==> src/rtl/rcp_pkg.sv <==
package rcp_pkg;

  // register select carried by each port's one-bit address
  typedef enum logic {
    RCP_SEL_COUNT = 1'b0,
    RCP_SEL_CTRL  = 1'b1
  } rcp_sel_e;

  // control word written at address 1
  localparam int RCP_BIT_GO   = 0;
  localparam int RCP_BIT_HALT = 1;

  // status word read at address 1
  localparam int RCP_BIT_ARMED = 0;
  localparam int RCP_BIT_OVF   = 1;

  // armed-state update: a lone go arms, a lone halt disarms, else hold
  function automatic logic rcp_next_armed(input logic cur, input logic go, input logic halt);
    logic nxt;
    unique case ({go, halt})
      2'b10:   nxt = 1'b1;
      2'b01:   nxt = 1'b0;
      default: nxt = cur;
    endcase
    return nxt;
  endfunction

  // a cycle belongs to run mode when executing, stalled on a fetch, or asleep
  function automatic logic rcp_in_run(input logic exec, input logic stall, input logic sleep);
    return exec | stall | sleep;
  endfunction

endpackage

==> src/rtl/rcp_wr_arb.sv <==
module rcp_wr_arb #(
  parameter int W = 32
) (
  input  logic         core_we,
  input  logic         core_addr,
  input  logic [W-1:0] core_wdata,
  input  logic         ext_we,
  input  logic         ext_addr,
  input  logic [W-1:0] ext_wdata,
  output logic         wr_vld,
  output logic         wr_addr,
  output logic [W-1:0] wr_data,
  output logic         wr_src_ext,
  output logic         core_dropped
);

  // fixed priority: the external master always wins a shared cycle
  always_comb begin
    wr_vld       = ext_we | core_we;
    wr_src_ext   = ext_we;
    core_dropped = ext_we & core_we;
    if (ext_we) begin
      wr_addr = ext_addr;
      wr_data = ext_wdata;
    end else begin
      wr_addr = core_addr;
      wr_data = core_wdata;
    end
  end

endmodule

==> src/rtl/rcp_run_ctrl.sv <==
module rcp_run_ctrl
  import rcp_pkg::*;
(
  input  logic clk,
  input  logic rst_n,
  input  logic ctrl_wr,
  input  logic go_bit,
  input  logic halt_bit,
  output logic armed,
  output logic go_evt,
  output logic halt_evt
);

  // strobes live for the write cycle only
  assign go_evt   = ctrl_wr & go_bit;
  assign halt_evt = ctrl_wr & halt_bit;

  always_ff @(posedge clk or negedge rst_n) begin
    if (!rst_n) begin
      armed <= 1'b0;
    end else begin
      armed <= rcp_next_armed(armed, go_evt, halt_evt);
    end
  end

endmodule

==> src/rtl/rcp_cnt_core.sv <==
module rcp_cnt_core #(
  parameter int W = 32
) (
  input  logic         clk,
  input  logic         rst_n,
  input  logic         inc_en,
  input  logic         load,
  input  logic [W-1:0] load_val,
  output logic [W-1:0] count,
  output logic         ovf,
  output logic         wrap_evt
);

  logic         carry;
  logic [W-1:0] count_inc;

  assign {carry, count_inc} = {1'b0, count} + {{W{1'b0}}, 1'b1};
  // a rollover only counts when no load overrides it
  assign wrap_evt = inc_en & carry & ~load;

  always_ff @(posedge clk or negedge rst_n) begin
    if (!rst_n) begin
      count <= '0;
      ovf   <= 1'b0;
    end else if (load) begin
      count <= load_val;
      ovf   <= 1'b0;
    end else if (inc_en) begin
      count <= count_inc;
      if (carry) ovf <= 1'b1;
    end
  end

endmodule

==> src/rtl/rcp_rd_mux.sv <==
module rcp_rd_mux
  import rcp_pkg::*;
#(
  parameter int W = 32
) (
  input  logic         addr,
  input  logic [W-1:0] count,
  input  logic         armed,
  input  logic         ovf,
  output logic [W-1:0] rdata
);

  logic [W-1:0] status;

  always_comb begin
    status                = '0;
    status[RCP_BIT_ARMED] = armed;
    status[RCP_BIT_OVF]   = ovf;
  end

  assign rdata = (rcp_sel_e'(addr) == RCP_SEL_CTRL) ? status : count;

endmodule

==> src/rtl/runcyc_prof.sv <==
module runcyc_prof
  import rcp_pkg::*;
#(
  parameter int W         = 32,
  parameter int IRQ_LINES = 8,
  parameter int IRQ_SEL   = 7
) (
  input  logic                 clk,
  input  logic                 rst_n,
  input  logic                 core_exec,
  input  logic                 core_stall,
  input  logic                 core_sleep,
  input  logic                 core_we,
  input  logic                 core_addr,
  input  logic [W-1:0]         core_wdata,
  output logic [W-1:0]         core_rdata,
  input  logic                 ext_we,
  input  logic                 ext_addr,
  input  logic [W-1:0]         ext_wdata,
  output logic [W-1:0]         ext_rdata,
  output logic [IRQ_LINES-1:0] irq_vec
);

  localparam int NPORT = 2;

  // named internal events, also observed by the bound checker
  logic         wr_vld;
  logic         wr_addr;
  logic [W-1:0] wr_data;
  logic         wr_src_ext;
  logic         core_dropped;
  logic         cnt_load;
  logic         ctrl_wr;
  logic         armed;
  logic         go_evt;
  logic         halt_evt;
  logic         in_run;
  logic         inc_en;
  logic [W-1:0] count;
  logic         ovf;
  logic         wrap_evt;

  rcp_wr_arb #(.W(W)) u_arb (
    .core_we      (core_we),
    .core_addr    (core_addr),
    .core_wdata   (core_wdata),
    .ext_we       (ext_we),
    .ext_addr     (ext_addr),
    .ext_wdata    (ext_wdata),
    .wr_vld       (wr_vld),
    .wr_addr      (wr_addr),
    .wr_data      (wr_data),
    .wr_src_ext   (wr_src_ext),
    .core_dropped (core_dropped)
  );

  assign cnt_load = wr_vld & (rcp_sel_e'(wr_addr) == RCP_SEL_COUNT);
  assign ctrl_wr  = wr_vld & (rcp_sel_e'(wr_addr) == RCP_SEL_CTRL);

  rcp_run_ctrl u_ctrl (
    .clk      (clk),
    .rst_n    (rst_n),
    .ctrl_wr  (ctrl_wr),
    .go_bit   (wr_data[RCP_BIT_GO]),
    .halt_bit (wr_data[RCP_BIT_HALT]),
    .armed    (armed),
    .go_evt   (go_evt),
    .halt_evt (halt_evt)
  );

  assign in_run = rcp_in_run(core_exec, core_stall, core_sleep);
  assign inc_en = armed & in_run;

  rcp_cnt_core #(.W(W)) u_cnt (
    .clk      (clk),
    .rst_n    (rst_n),
    .inc_en   (inc_en),
    .load     (cnt_load),
    .load_val (wr_data),
    .count    (count),
    .ovf      (ovf),
    .wrap_evt (wrap_evt)
  );

  // one read mux per agent
  logic [NPORT-1:0]        rd_addr;
  logic [NPORT-1:0][W-1:0] rd_data;

  assign rd_addr = {ext_addr, core_addr};

  for (genvar p = 0; p < NPORT; p++) begin : g_rd
    rcp_rd_mux #(.W(W)) u_rd (
      .addr  (rd_addr[p]),
      .count (count),
      .armed (armed),
      .ovf   (ovf),
      .rdata (rd_data[p])
    );
  end

  assign core_rdata = rd_data[0];
  assign ext_rdata  = rd_data[1];

  // overflow drives its fixed request line as a level
  for (genvar l = 0; l < IRQ_LINES; l++) begin : g_irq
    if (l == IRQ_SEL) begin : g_hit
      assign irq_vec[l] = ovf;
    end else begin : g_idle
      assign irq_vec[l] = 1'b0;
    end
  end

endmodule

==> config.mk <==
export PLATFORM = sky130hd
export DESIGN_NAME = runcyc_prof
export DESIGN_NICKNAME = d
export VERILOG_FILES = /design/src/rtl/rcp_pkg.sv /design/src/rtl/rcp_wr_arb.sv /design/src/rtl/rcp_run_ctrl.sv /design/src/rtl/rcp_cnt_core.sv /design/src/rtl/rcp_rd_mux.sv /design/src/rtl/runcyc_prof.sv
export SDC_FILE = /design/constraint.sdc
export NUM_CORES = 1
export LEC_CHECK = 0
export ABC_AREA = 0
export BUFFER_PORTS_ARGS = -buffer_cell sky130_fd_sc_hd__buf_2
export CORE_UTILIZATION = 46
export DETAILED_ROUTE_END_ITERATION = 7
export PLACE_DENSITY = 0.81
export SYNTH_ARGS = -nofsm -noshare
export SYNTH_HDL_FRONTEND = slang
export SYNTH_SLANG_ARGS = --single-unit
==> constraint.sdc <==
create_clock -name clk -period 2.1 [get_ports clk]
set_input_delay 0.42 -clock clk [delete_from_list [all_inputs] [get_ports clk]]
set_output_delay 0.42 -clock clk [all_outputs]
set_load 0.03 [all_outputs]
### Word level (Yosys, flattened, before mapping)

Cells that the tools add are included.

* bits in registers: 34
* bits in latches: 0
* bits in writable memories: 0
* memory bits (read-only): 0
* bits of input ports: 73
* output and inout bits: 72
* logic and storage cells: 29
* memories: 0

* $add $sub $neg: 1
* multiply operators: 0
* divide/modulo/power cells: 0
* order comparisons: 0
* equal/unequal tests: 2
* shift operators: 0
* muxes and demuxes: 10
* bitwise operators: 9
* reductions and logical operators: 4

Operator list (count)
* 2-to-1 mux 32 bit: 5
* adder 32 x 1 -> 33 bit, second input constant: 1
* nonzero test 2 bit: 3
* AND 1 bit: 5
* 2-to-1 mux 1 bit: 4
* bitwise OR 1 bit: 3
* == test 2 x 1 -> 1 bit, second input constant: 1
* == test 2 bit, second input constant: 1
* case mux 1 bit (2 select lines): 1
* AND reduction 2 bit: 1
* inverter 1 bit: 1

### Logic depth before layout (Yosys ltp)

* depth in word-level cells: 5
* mapped depth: 7
* gate-level depth less buffers: 6

### Hierarchy

A second synthesis with hierarchy kept.

* cell total of the unflattened synthesis: 345
* area total of the unflattened synthesis: 3074.2 um^2

By module, submodules not included
* rcp_cnt_core: times used 1, cells an instance 216, area an instance 1910.6 um^2, sequential area each 825.8 um^2
* rcp_wr_arb: times used 1, cells an instance 40, area an instance 568.0 um^2, sequential area each 0.0 um^2
* rcp_rd_mux: times used 2, cells an instance 35, area an instance 225.2 um^2, sequential area each 0.0 um^2
* runcyc_prof: times used 1, cells an instance 12, area an instance 85.1 um^2, sequential area each 0.0 um^2
* rcp_run_ctrl: times used 1, cells an instance 7, area an instance 60.1 um^2, sequential area each 25.0 um^2

### Least setup slack after synthesis

No wires, ideal clock.

* path type: input to register
* start point: input port ext_we
* end point: register u_ctrl.armed
* setup time: 123 ps
* arrival time: 1916 ps
* required time: 1977 ps
* setup slack: 61 ps
* cell stages on the path: 7
* path buffers: 3
* path through: clkbuf_1 buf_1 clkbuf_1 nor3b_1 a31oi_1 ha_1 mux2i_1

* longest elaborated chain between the ends: 5
* elaborated cells on any way between the ends: 10
* those cells by class: eq/ne: 2; mux: 3; bitwise: 4; reduce/logical: 1

Ends and longest elaborated chain
* start: declaration: RTL line runcyc_prof.sv:17 `input logic ext_we,`
* bitwise OR 1 bit or 2-to-1 mux 1 bit (tied branches): RTL line rcp_wr_arb.sv:19, rcp_wr_arb.sv:22
* AND 1 bit: RTL line runcyc_prof.sv:58 `assign ctrl_wr = wr_vld & (rcp_sel_e'(wr_addr) == RCP_SEL_CTRL);`
* AND 1 bit (on tied branches): RTL line rcp_run_ctrl.sv:16, rcp_run_ctrl.sv:15
* == test 2 x 1 -> 1 bit or == test 2 bit (tied branches): RTL line rcp_pkg.sv:20 `unique case ({go, halt})`
* case mux 1 bit (2 select lines) or nonzero test 2 bit (tied branches)
* end signal: assignment: RTL line rcp_run_ctrl.sv:22 `armed <= rcp_next_armed(armed, go_evt, halt_evt);`
* end: declaration: RTL line rcp_run_ctrl.sv:9 `output logic armed,`

Several ways; a longest one is shown, not always the timed one.
A chain may end at the register's enable or synchronous reset.

### Worst setup path after layout

* start point: register u_cnt.count[4]
* end point: register u_cnt.count[27]

* longest elaborated chain between the ends: 3

Ends and longest elaborated chain
* start: declaration: RTL line rcp_cnt_core.sv:9 `output logic [W-1:0] count,`
* start signal: assignment: RTL line rcp_cnt_core.sv:26 `count <= load_val;`
* start signal: assignment: RTL line rcp_cnt_core.sv:29 `count <= count_inc;`
* adder 32 x 1 -> 33 bit: RTL line rcp_cnt_core.sv:17 `assign {carry, count_inc} = {1'b0, count} + {{W{1'b0}}, 1'b1};`
* 2-to-1 mux 32 bit: RTL line rcp_cnt_core.sv:28 `end else if (inc_en) begin`
* 2-to-1 mux 32 bit: RTL line rcp_cnt_core.sv:25 `end else if (load) begin`

Every way passes these cells. The select of a mux whose other input is x is not followed.

==> impl_results.md <==
- Post-CTS setup buffers: 0
- CP Class: reg -> reg
- Unrepaired setup endpoints after global routing: no
- Multi-input gate area: 1840 um2
- Starting Density: 47.8%
- CP max FO: 7
- CP Launch Type: flip-flop
- Maximum VDD drop: 0.552 mV
- Slew @ Worst Pin: 764 ps
- Max_cap viols: 0
- Detailed-route via count: 2905
- Ant. Diodes: 0
- Die area: 6470 um2
- Netlist cell types: 40
- Sum Neg Setup Slack: 0 ps
- Antenna-violating nets left: 0
- WL final: 7900 um
- M1 GR Usage: 29.5%
- Mean Syn Cell Area: 8.35 um2
- Antenna violations before repair: 0
- EDFF count, synth: 0
- CORE AREA: 5920 um2
- Pin count of the biggest net entering global routing: 61
- First-pass GRT wire length: 12200 um
- Final instance area: 3690 um2
- Post-place instance area: 3600 um2
- Ys async rst share: 100%
- Clock insertion delay at the later pin of the skew report: 300 ps
- Fillers: 527
- CTS Buf Count: 5
- Overall die height: 80.5 um
- Synth Register Bits: 34
- Final Hold Fails: 0
- Critical Path RT: 2320 ps
- Post-CTS resize count: 0
- Nets: 548
- Area contributors post-synth: dfrtp_1, nor2b_1, a211oi_1
- Drt pass-1 iters: 5
- Most used DFF post-synth: dfrtp_1
- Grt ovf: 0
- Vias in the first global route: 2687
- Final setup fails: 0
- Share of post-route cells with drive strength above 1: 35.9%
- Global-route track usage on met3: 3.98%
- PortBufs: 137
- Sequential element share of the synthesized area: 30.0%
- Max Root-Sink Buffers: 2
- Post-DP HPWL: 6010 um
- Clock Skews: 6.46 ps
- Sink Count: 34
- FF+latch area: 851 um2
- Largest area contributor in the netlist: dfrtp_1
- Drt initial violations: 100
- CTS tree: done
- GRT Resource Usage Total: 25.0%
- Clock-pin slew on the worst setup and hold paths: 70 ps
- Most frequent cells in the layout: buf_2, nor2b_1, dfrtp_1
- I/O pins: 145
- CTS HTree Levels: 2
- WP data arrival: 2080 ps
- F_max: 0.537 GHz
- Number of core rows: 28
- Synth top area share: 30.0%
- Leakage: 1.69 nW
- Final Cycle Share: 88.7%
- PD cells: 732 nW/um2
- GRT met2 Usage: 43.6%
- Vias per cell: 5.29
- Commonest non-fill, non-tap cell in the layout: buf_2
- Synth Instances: 339
- Syn Std Cell Area: 2830 um2
- Routed length per instance: 14.4 um
- Hold Crit Class: in -> async
- Ys Warns: 0
- DRC viols: 0
- Hold buffer count at CTS: 0
- Most used routing layer: met2
- Fin. max-slew vios: 0
- Die X: 80.5 um
- Crit. End Element: flip-flop
- Status: finished, final reports clean
- Layout area overhead: 30.4%
- CTS root buf: clkbuf_8
- Routability cong.: 0.787
- Tmin final: 1860 ps
- Slew HR: 49.1%
## cells in the mapped netlist (all sizes together), types with 3 or more instances
| cell | instances |
|---|---|
| and4 | 4 |
| nor3 | 6 |
| buf | 12 |
| xnor2 | 14 |
| nor2b | 79 |
| dfrtp | 34 |
| mux2i | 11 |
| mux2 | 5 |
| clkbuf | 18 |
| xor2 | 15 |
| and3 | 4 |
| nor2 | 17 |
| nand4 | 12 |
| nand3 | 13 |
| a211oi | 26 |
| nor4 | 5 |
| a21oi | 26 |
| nand2 | 16 |
| inv | 3 |
| o21ai | 5 |
## sequential cells by signal, summed over array words and instances, names as in the netlist
name / cells
u_cnt.count: 32
u_cnt.ovf: 1
u_ctrl.armed: 1
## worst paths after layout
path	to	depth (start not counted)	startpoint	slack, ps
min in group clk	u_cnt.count[24]$_DFFE_PN0P_	3	ext_wdata[24]	400
hold / removal	u_cnt.count[27]$_DFFE_PN0P_	1	rst_n	190
setup reg to reg	u_cnt.count[27]$_DFFE_PN0P_	5	u_cnt.count[4]$_DFFE_PN0P_	240
max in group asynchronous	u_cnt.count[30]$_DFFE_PN0P_	1	rst_n	1420
hold reg to reg	u_cnt.ovf$_DFFE_PN0P_	2	u_cnt.ovf$_DFFE_PN0P_	570
setup / recovery	u_cnt.count[27]$_DFFE_PN0P_	5	u_cnt.count[4]$_DFFE_PN0P_	240
## power by group
| group | switching [mW] | total [mW] | leakage, nW | internal (mW) |
|---|---|---|---|---|
| Combinational | 0.741 | 1.22 | 1.25 | 0.477 |
| Sequential | 0.189 | 0.967 | 0.388 | 0.778 |
| Clock | 0.253 | 0.517 | 0.0482 | 0.265 |
| Total | 1.18 | 2.70 | 1.69 | 1.52 |
## critical path, cell delays in order (launching register included)
cell	delay [ps]
dfrtp_1	460
nand3_1	170
nor3_1	630
nand4_1	190
xor2_1	180
a21oi_1	150
## area by class of cell
| type | instances | share of cell area, % |
|---|---|---|
| multi-input cells | 278 | 49.9 |
| clock buffers | 7 | 2.34 |
| repair buffers | 151 | 21.8 |
| flip-flops and latches | 34 | 23.1 |
| inverters | 3 | 0.305 |
| clock inverters | 1 | 0.136 |
| well taps | 75 | 2.54 |
## cell families after synthesis
kind of cell / Yosys count / share of synthesized area (%)
simple gates: 162 / 34.2
compound gates: 62 / 14.2
flops: 34 / 30.0
buf+inv: 33 / 5.74
xor+xnor: 29 / 8.97
mux: 16 / 5.88
fa+ha+maj: 2 / 0.884
other cells: 1 / 0.132
## metal layers
| layer | share of wire, % | wire [um] |
|---|---|---|
| met1 | 42 | 3290 |
| met5 | 0 | 0 |
| met3 | 7.3 | 574 |
| met2 | 49 | 3880 |
| met4 | 2.0 | 159 |
## through the flow
| step | worst slack [ps] | util, % | hold slack (ps) | instances | total power [mW] |
|---|---|---|---|---|---|
| final | 237 | 62.3 | 193 | 549 | 2.70 |
| after global routing | 30.7 | 62.3 | 253 | 549 | 2.85 |
| after CTS | 226 | 62.3 | 214 | 549 | 2.71 |
| after detailed placement | 215 | 60.8 | 538 | 541 | 2.20 |
| after global placement | 256 | 60.8 | 529 | 541 | 2.17 |
| after floorplan | 61.4 | - | 124 | 345 | 1.82 |
Note: power is estimated with default switching activity, not from simulation.
